--- src/rtl/dz_clk_pkg.sv ---
package dz_clk_pkg;
  localparam int REG_W     = 16;
  localparam int CODE_W    = 3;
  localparam int MAX_DIV   = 256;
  localparam int ROI_BIT   = 15;
  localparam int RATIO_LSB = 12;
  localparam int EN_BIT    = 11;
  localparam int POST_LSB  = 8;
  localparam int KIND_DOZE = 0;
  localparam int KIND_POST = 1;

  typedef struct packed {
    logic              roi;
    logic [CODE_W-1:0] ratio;
    logic              en;
    logic [CODE_W-1:0] post;
  } dz_ctrl_t;

  // Divide factor for a code: powers of two, with the postscaler top code at 256
  function automatic int unsigned div_of(input int kind, input logic [CODE_W-1:0] code);
    if (kind == KIND_POST && code == {CODE_W{1'b1}}) return 256;
    return 32'd1 << code;
  endfunction
endpackage

--- src/rtl/dz_ctrl_reg.sv ---
module dz_ctrl_reg
  import dz_clk_pkg::*;
(
  input  logic             clk,
  input  logic             rst_n,
  input  logic             wr_en,
  input  logic [1:0]       wr_be,
  input  logic [REG_W-1:0] wr_data,
  input  logic             irq_evt,
  output dz_ctrl_t         ctrl,
  output logic             wr_hi,
  output logic             irq_clear,
  output logic             en_blocked
);
  dz_ctrl_t          ctrl_q;
  logic [CODE_W-1:0] nxt_ratio;
  logic              en_req;
  logic              nxt_en;

  assign wr_hi     = wr_en && wr_be[1];
  assign irq_clear = irq_evt && ctrl_q.roi;
  assign en_req    = wr_data[EN_BIT];

  always_comb begin
    nxt_ratio = ctrl_q.ratio;
    if (wr_hi && !ctrl_q.en) nxt_ratio = wr_data[RATIO_LSB +: CODE_W];
  end

  assign en_blocked = wr_hi && en_req && (nxt_ratio == '0);

  always_comb begin
    nxt_en = ctrl_q.en;
    if (irq_clear)  nxt_en = 1'b0;
    else if (wr_hi) nxt_en = en_req && (nxt_ratio != '0);
  end

  always_ff @(posedge clk) begin
    if (!rst_n) begin
      ctrl_q.roi   <= 1'b0;
      ctrl_q.ratio <= CODE_W'(3);
      ctrl_q.en    <= 1'b0;
      ctrl_q.post  <= '0;
    end else begin
      ctrl_q.ratio <= nxt_ratio;
      ctrl_q.en    <= nxt_en;
      if (wr_hi) begin
        ctrl_q.roi  <= wr_data[ROI_BIT];
        ctrl_q.post <= wr_data[POST_LSB +: CODE_W];
      end
    end
  end

  assign ctrl = ctrl_q;

  p_ratio_locked_r5: assert property (@(posedge clk) disable iff (!rst_n)
    ctrl_q.en |=> $stable(ctrl_q.ratio));
  p_enable_blocked_r6: assert property (@(posedge clk) disable iff (!rst_n)
    en_blocked |=> !ctrl_q.en);
  p_enable_needs_ratio_r6: assert property (@(posedge clk) disable iff (!rst_n)
    ctrl_q.en |-> (ctrl_q.ratio != '0));
  p_irq_recover_r7: assert property (@(posedge clk) disable iff (!rst_n)
    irq_clear |=> !ctrl_q.en);
  p_irq_no_effect_r7: assert property (@(posedge clk) disable iff (!rst_n)
    (irq_evt && !ctrl_q.roi && !wr_hi) |=> $stable(ctrl_q.en));
  p_irq_beats_write_r8: assert property (@(posedge clk) disable iff (!rst_n)
    (irq_clear && wr_hi && en_req) |=> !ctrl_q.en);
endmodule

--- src/rtl/dz_pulse_gen.sv ---
module dz_pulse_gen
  import dz_clk_pkg::*;
#(
  parameter int KIND      = KIND_DOZE,
  parameter int CODE_BITS = CODE_W,
  parameter int DIV_MAX   = MAX_DIV
) (
  input  logic                 clk,
  input  logic                 rst_n,
  input  logic [CODE_BITS-1:0] code,
  output logic                 ce
);
  localparam int CNT_W = $clog2(DIV_MAX);
  localparam int PER_W = CNT_W + 1;

  logic [CODE_BITS-1:0] code_q;
  logic [CNT_W-1:0]     cnt_q;
  logic [CNT_W-1:0]     ecnt;
  logic [PER_W-1:0]     period;
  logic                 restart;
  logic                 hit;

  assign period  = PER_W'(div_of(KIND, code));
  assign restart = (code != code_q);
  assign ecnt    = restart ? '0 : cnt_q;
  assign hit     = ({1'b0, ecnt} == (period - PER_W'(1)));

  always_ff @(posedge clk) begin
    if (!rst_n) begin
      code_q <= '0;
      cnt_q  <= '0;
    end else begin
      code_q <= code;
      cnt_q  <= hit ? '0 : ecnt + CNT_W'(1);
    end
  end

  assign ce = hit;

  p_cnt_in_range_r9: assert property (@(posedge clk) disable iff (!rst_n)
    !restart |-> ({1'b0, cnt_q} < period));
  p_restart_full_period_r10: assert property (@(posedge clk) disable iff (!rst_n)
    (restart && period > PER_W'(2)) |=> (restart || !ce));
endmodule

--- src/rtl/dz_clock_ratio.sv ---
module dz_clock_ratio
  import dz_clk_pkg::*;
(
  input  logic             clk,
  input  logic             rst_n,
  input  logic             wr_en,
  input  logic [1:0]       wr_be,
  input  logic [REG_W-1:0] wr_data,
  input  logic             irq_evt,
  output logic [REG_W-1:0] rd_data,
  output logic             cpu_ce,
  output logic             osc_ce
);
  dz_ctrl_t          ctrl;
  logic              wr_hi;
  logic              irq_clear;
  logic              en_blocked;
  logic [CODE_W-1:0] cpu_code;

  dz_ctrl_reg u_reg (
    .clk        (clk),
    .rst_n      (rst_n),
    .wr_en      (wr_en),
    .wr_be      (wr_be),
    .wr_data    (wr_data),
    .irq_evt    (irq_evt),
    .ctrl       (ctrl),
    .wr_hi      (wr_hi),
    .irq_clear  (irq_clear),
    .en_blocked (en_blocked)
  );

  assign cpu_code = ctrl.en ? ctrl.ratio : '0;

  dz_pulse_gen #(.KIND(KIND_DOZE)) u_cpu_gen (
    .clk   (clk),
    .rst_n (rst_n),
    .code  (cpu_code),
    .ce    (cpu_ce)
  );

  dz_pulse_gen #(.KIND(KIND_POST)) u_osc_gen (
    .clk   (clk),
    .rst_n (rst_n),
    .code  (ctrl.post),
    .ce    (osc_ce)
  );

  assign rd_data = {ctrl.roi, ctrl.ratio, ctrl.en, ctrl.post, 8'h00};

  p_full_speed_r4: assert property (@(posedge clk) disable iff (!rst_n)
    !ctrl.en |-> cpu_ce);
  p_low_lane_ignored_r11: assert property (@(posedge clk) disable iff (!rst_n)
    (wr_en && wr_be == 2'b01 && !irq_evt) |=> $stable(rd_data));
endmodule

--- config.mk ---
export PLATFORM = sky130hd
export DESIGN_NAME = dz_clock_ratio
export DESIGN_NICKNAME = d
export VERILOG_FILES = /design/src/rtl/dz_clk_pkg.sv /design/src/rtl/dz_ctrl_reg.sv /design/src/rtl/dz_pulse_gen.sv /design/src/rtl/dz_clock_ratio.sv
export SDC_FILE = /design/constraint.sdc
export NUM_CORES = 1
export LEC_CHECK = 0
export BUFFER_PORTS_ARGS = -buffer_cell sky130_fd_sc_hd__buf_2
export CAP_MARGIN = 5
export CORE_AREA = 2 2 68 70
export DETAILED_ROUTE_END_ITERATION = 8
export DIE_AREA = 0 0 70 72
export PLACE_DENSITY = 0.72
export SKIP_CTS_REPAIR_TIMING = 1
export SLEW_MARGIN = 20
export SYNTH_ARGS = -nofsm -noshare
export SYNTH_HDL_FRONTEND = slang
export SYNTH_SLANG_ARGS = --single-unit
--- constraint.sdc ---
create_clock -name clk -period 2.8 [get_ports clk]
set_clock_uncertainty 0.05 [all_clocks]
set_input_delay 0.14 -clock clk [delete_from_list [all_inputs] [get_ports clk]]
set_output_delay 0.14 -clock clk [all_outputs]
set_load 0.03 [all_outputs]
==> flow_summary_export.csv <==
group,metric,value,unit
critical_path,cp_max_fo,4,
final_layout,nFillCells,383,
clocking,tritoncts,"yes",
place,port_buffers,22,
worst_hold_path,hold_path.class,"in2reg",
place,dp_cells,324,
power_and_ir_drop,ir_worst_vdd,0.372,mV
power_and_ir_drop,power.total,1350,µW
sta,setup_slack,-0.0624,ns
yosys,synth-edff-count,0,
power_and_ir_drop,internal_power,951,µW
routing,via_count,1939,
sta,hold_viol_final,1,
final_layout,fin_cells,340,
place,place_area,0.00224,mm²
routing,vias_per_cell,5.70,
power_and_ir_drop,net-switching-power,396,µW
yosys,postSynth.asyncResetShare,0,%
worst_hold_path,holdPathStages,2,
yosys,synth-seq-area-share,28.6,%
clocking,clockBufferDepth,2,
yosys,syn_inst,258,
routing,drt-total-wl,4.86,mm
global_route,grt_pass1_vias,1672,
global_route,antenna_found_initial,0,
power_and_ir_drop,p_sw_share,29.4,%
routing,drcViolationCount,0,
floorplanning,die-area,0.00504,mm²
clocking,cts_made_buffers,5,
sta,period_minus_slack,2.86,ns
sta,fin_hold_ws,-0.0110,ns
routing,wl_per_cell,14.3,µm
routing,antenna_left,0,
floorplanning,core-area,0.00426,mm²
critical_path,cp-start-kind,"flop",
yosys,synth_ff_type,"dfxtp_1",
clocking,root_buffer,"clkbuf_8",
critical_path,critPathMaxStageDelay,0.39,ns
sta,setup_viol,1,
clocking,clock-sinks,30,
final_layout,drive_above_1_share,29.2,%
clocking,htree_num_levels,2,
floorplanning,initial_core_util,49.2,%
critical_path,critPathCaptureType,"primary output",
power_and_ir_drop,p_seq_share,35.1,%
outcome,status,"complete, but fails checks",
final_layout,design_area,0.00252,mm²
global_route,grt_max_degree,21,
yosys,ys_ff_latch,30,
power_and_ir_drop,leakage,0.000977,µW
floorplanning,die_h,72,µm
place,gp_congestion,0.808,
routing,firstDrtPassIters,5,
place,dp_hpwl,3.23,mm
final_layout,layout.nets,313,
final_layout,syn2layout_area_growth,20.0,%
critical_path,crit_arrival,2.67,ns
critical_path,cp_cell_sequence,"o31ai_4 -> inv_2 -> ha_4 -> or3b_4 -> a21oi_2 -> o221a_2 -> o221ai_4 -> a221oi_4 -> and2_4 -> buf_6",
floorplanning,io_pins,40,
global_route,grt_pass1_wl,7.67,mm
sta,post-route-period-util,102,%
floorplanning,die_x,70,µm
outcome,violations,"negative hold slack, negative setup slack",
sta,grt_setup_unrepaired,"yes",
final_layout,diodes,0,
yosys,synthesis.area,0.00210,mm²
yosys,yosysWarnings,0,
critical_path,rr_worst_depth,11,
yosys,avgSynthCellArea,8.14,µm²
clocking,cts.clk_slew.worst_paths,0.07,ns
power_and_ir_drop,pwr-share-comb,25.6,%
critical_path,path_class,"reg2out",
global_route,track_usage,18.6,%
power_and_ir_drop,pwr-share-clk,39.3,%
clocking,clk_latency,0.29,ns
critical_path,crit_slowest_cell,"or3b_4",
sta,drv_slew,0,
critical_path,cp.required,2.61,ns
global_route,grt_overflow,0,
floorplanning,num_rows,24,
final_layout,finalCoreUtilization,59.1,%
sta,timing.fmax,349,MHz
routing,drt_iter0_markers,121,
yosys,yosysUniqueCellTypes,57,
power_and_ir_drop,powerDensity,534,mW/mm²
run,maxCapViolations,0,
==> critical path, delay by kind of cell (launching register included) <==
kind            cells  cell delay [ns]
compound gates      5             1.07
simple gates        2             0.58
flops               1             0.34
buf+inv             2             0.20
fa+ha+maj           1             0.18
==> worst paths after layout <==
check,start,slack (ns),end
hold reg to reg,u_reg.ctrl[7],0.43,u_reg.ctrl[7]
setup reg to reg,u_reg.ctrl[2],0.13,u_osc_gen.cnt_q[2]
hold / removal,irq_evt,-0.01,u_reg.ctrl[3]
setup / recovery,u_reg.ctrl[4],-0.06,cpu_ce
==> cells in the final DEF (no fill, tap or decap), types with 4 or more instances in the layout <==
master and count:
buf_2 20, nor3_1 9, dfxtp_2 4, buf_4 16, and2_1 6, dfxtp_1 23
and3_1 5, a21oi_1 15, nor3b_1 4, conb_1 8, nand2_1 23, xnor2_1 13
nand3_1 25, xor2_1 12, clkbuf_8 5, buf_6 5, o21ai_0 12, nor2_1 8
==> registers in the layout, indices dropped and copies added, names as in the netlist <==
name,cells
u_cpu_gen.cnt_q,8
u_osc_gen.cnt_q,8
u_reg.ctrl,8
u_cpu_gen.code_q,3
u_osc_gen.code_q,3
==> cell usage after synthesis (2+ instances only) <==
cell	instances	share of area, %
a32o_1	2	0.95
nand3_1	26	6.2
buf_2	9	2.1
nor3_1	9	2.1
ha_1	4	2.4
or3_1	2	0.60
dfxtp_1	30	29
buf_6	2	1.1
nand4b_1	2	0.83
a31oi_1	2	0.60
o22ai_1	2	0.60
buf_4	10	3.6
nor2_1	10	1.8
nor3b_1	4	1.4
and3_1	5	1.5
nand4_1	2	0.60
nand2_1	23	4.1
xnor2_1	13	5.4
o21a_1	3	1.1
and2_2	3	1.1
nand3b_1	2	0.71
xor2_1	12	5.0
and4_1	2	0.83
a21oi_1	16	3.8
a211oi_1	3	1.1
clkbuf_1	6	1.1
inv_1	3	0.54
o211ai_1	2	0.71
o21ai_0	12	2.9
and2_1	7	2.1
or3b_2	2	0.83
nand2b_1	3	0.89
==> metal layers <==
| metal | vias up | wire [µm] | share of wire (%) | global-route usage, % |
|---|---|---|---|---|
| met1 | 906 | 2300 | 47 | 26.4 |
| met2 | 53 | 2270 | 47 | 28.5 |
| met5 | - | 0 | 0 | 0 |
| met4 | 0 | 93 | 1.9 | 6.84 |
| met3 | 12 | 202 | 4.2 | 3.19 |
| li1 | 968 | - | - | - |
==> stage by stage <==
step / setup WS, ns / TNS, ns / hold slack, ns
after floorplan: 0.00168 / 0 / 0.193
after global placement: 0.177 / 0 / 0.287
after detailed placement: 0.108 / 0 / 0.295
after CTS: -0.218 / -0.218 / -0.0125
after global routing: -0.129 / -0.129 / 0.00901
final: -0.0624 / -0.0624 / -0.0110
==> power groups by stage <==
stage | Sequential (µW) | Combinational (µW) | Clock, µW
2_1_floorplan | 484 | 241 | 0
5_1_grt | 476 | 374 | 549
3_5_place_dp | 481 | 296 | 0
4_1_cts | 471 | 297 | 536
6_report | 473 | 345 | 529
3_3_place_gp | 480 | 293 | 0
==> logic make-up after synthesis <==
kind of cell | after synthesis | share of synthesized area, %
simple gates | 109 | 28.8
compound gates | 58 | 20.7
flops | 30 | 28.6
buf+inv | 30 | 8.40
xor+xnor | 25 | 10.4
fa+ha+maj | 4 | 2.38
other cells | 1 | 0.179
mux | 1 | 0.477
==> cell type report <==
type                    count  area (µm²)  share of cell area [%]
clock buffers               5        68.8                    2.73
clock inverters             3        63.8                    2.53
inverters                   3        11.3                   0.447
multi-input cells         205        1400                    55.7
flip-flops and latches     30         617                    24.5
well taps                  52        65.1                    2.58
repair buffers             42         292                    11.6
No activity file was read; power rests on OpenSTA's default activity.
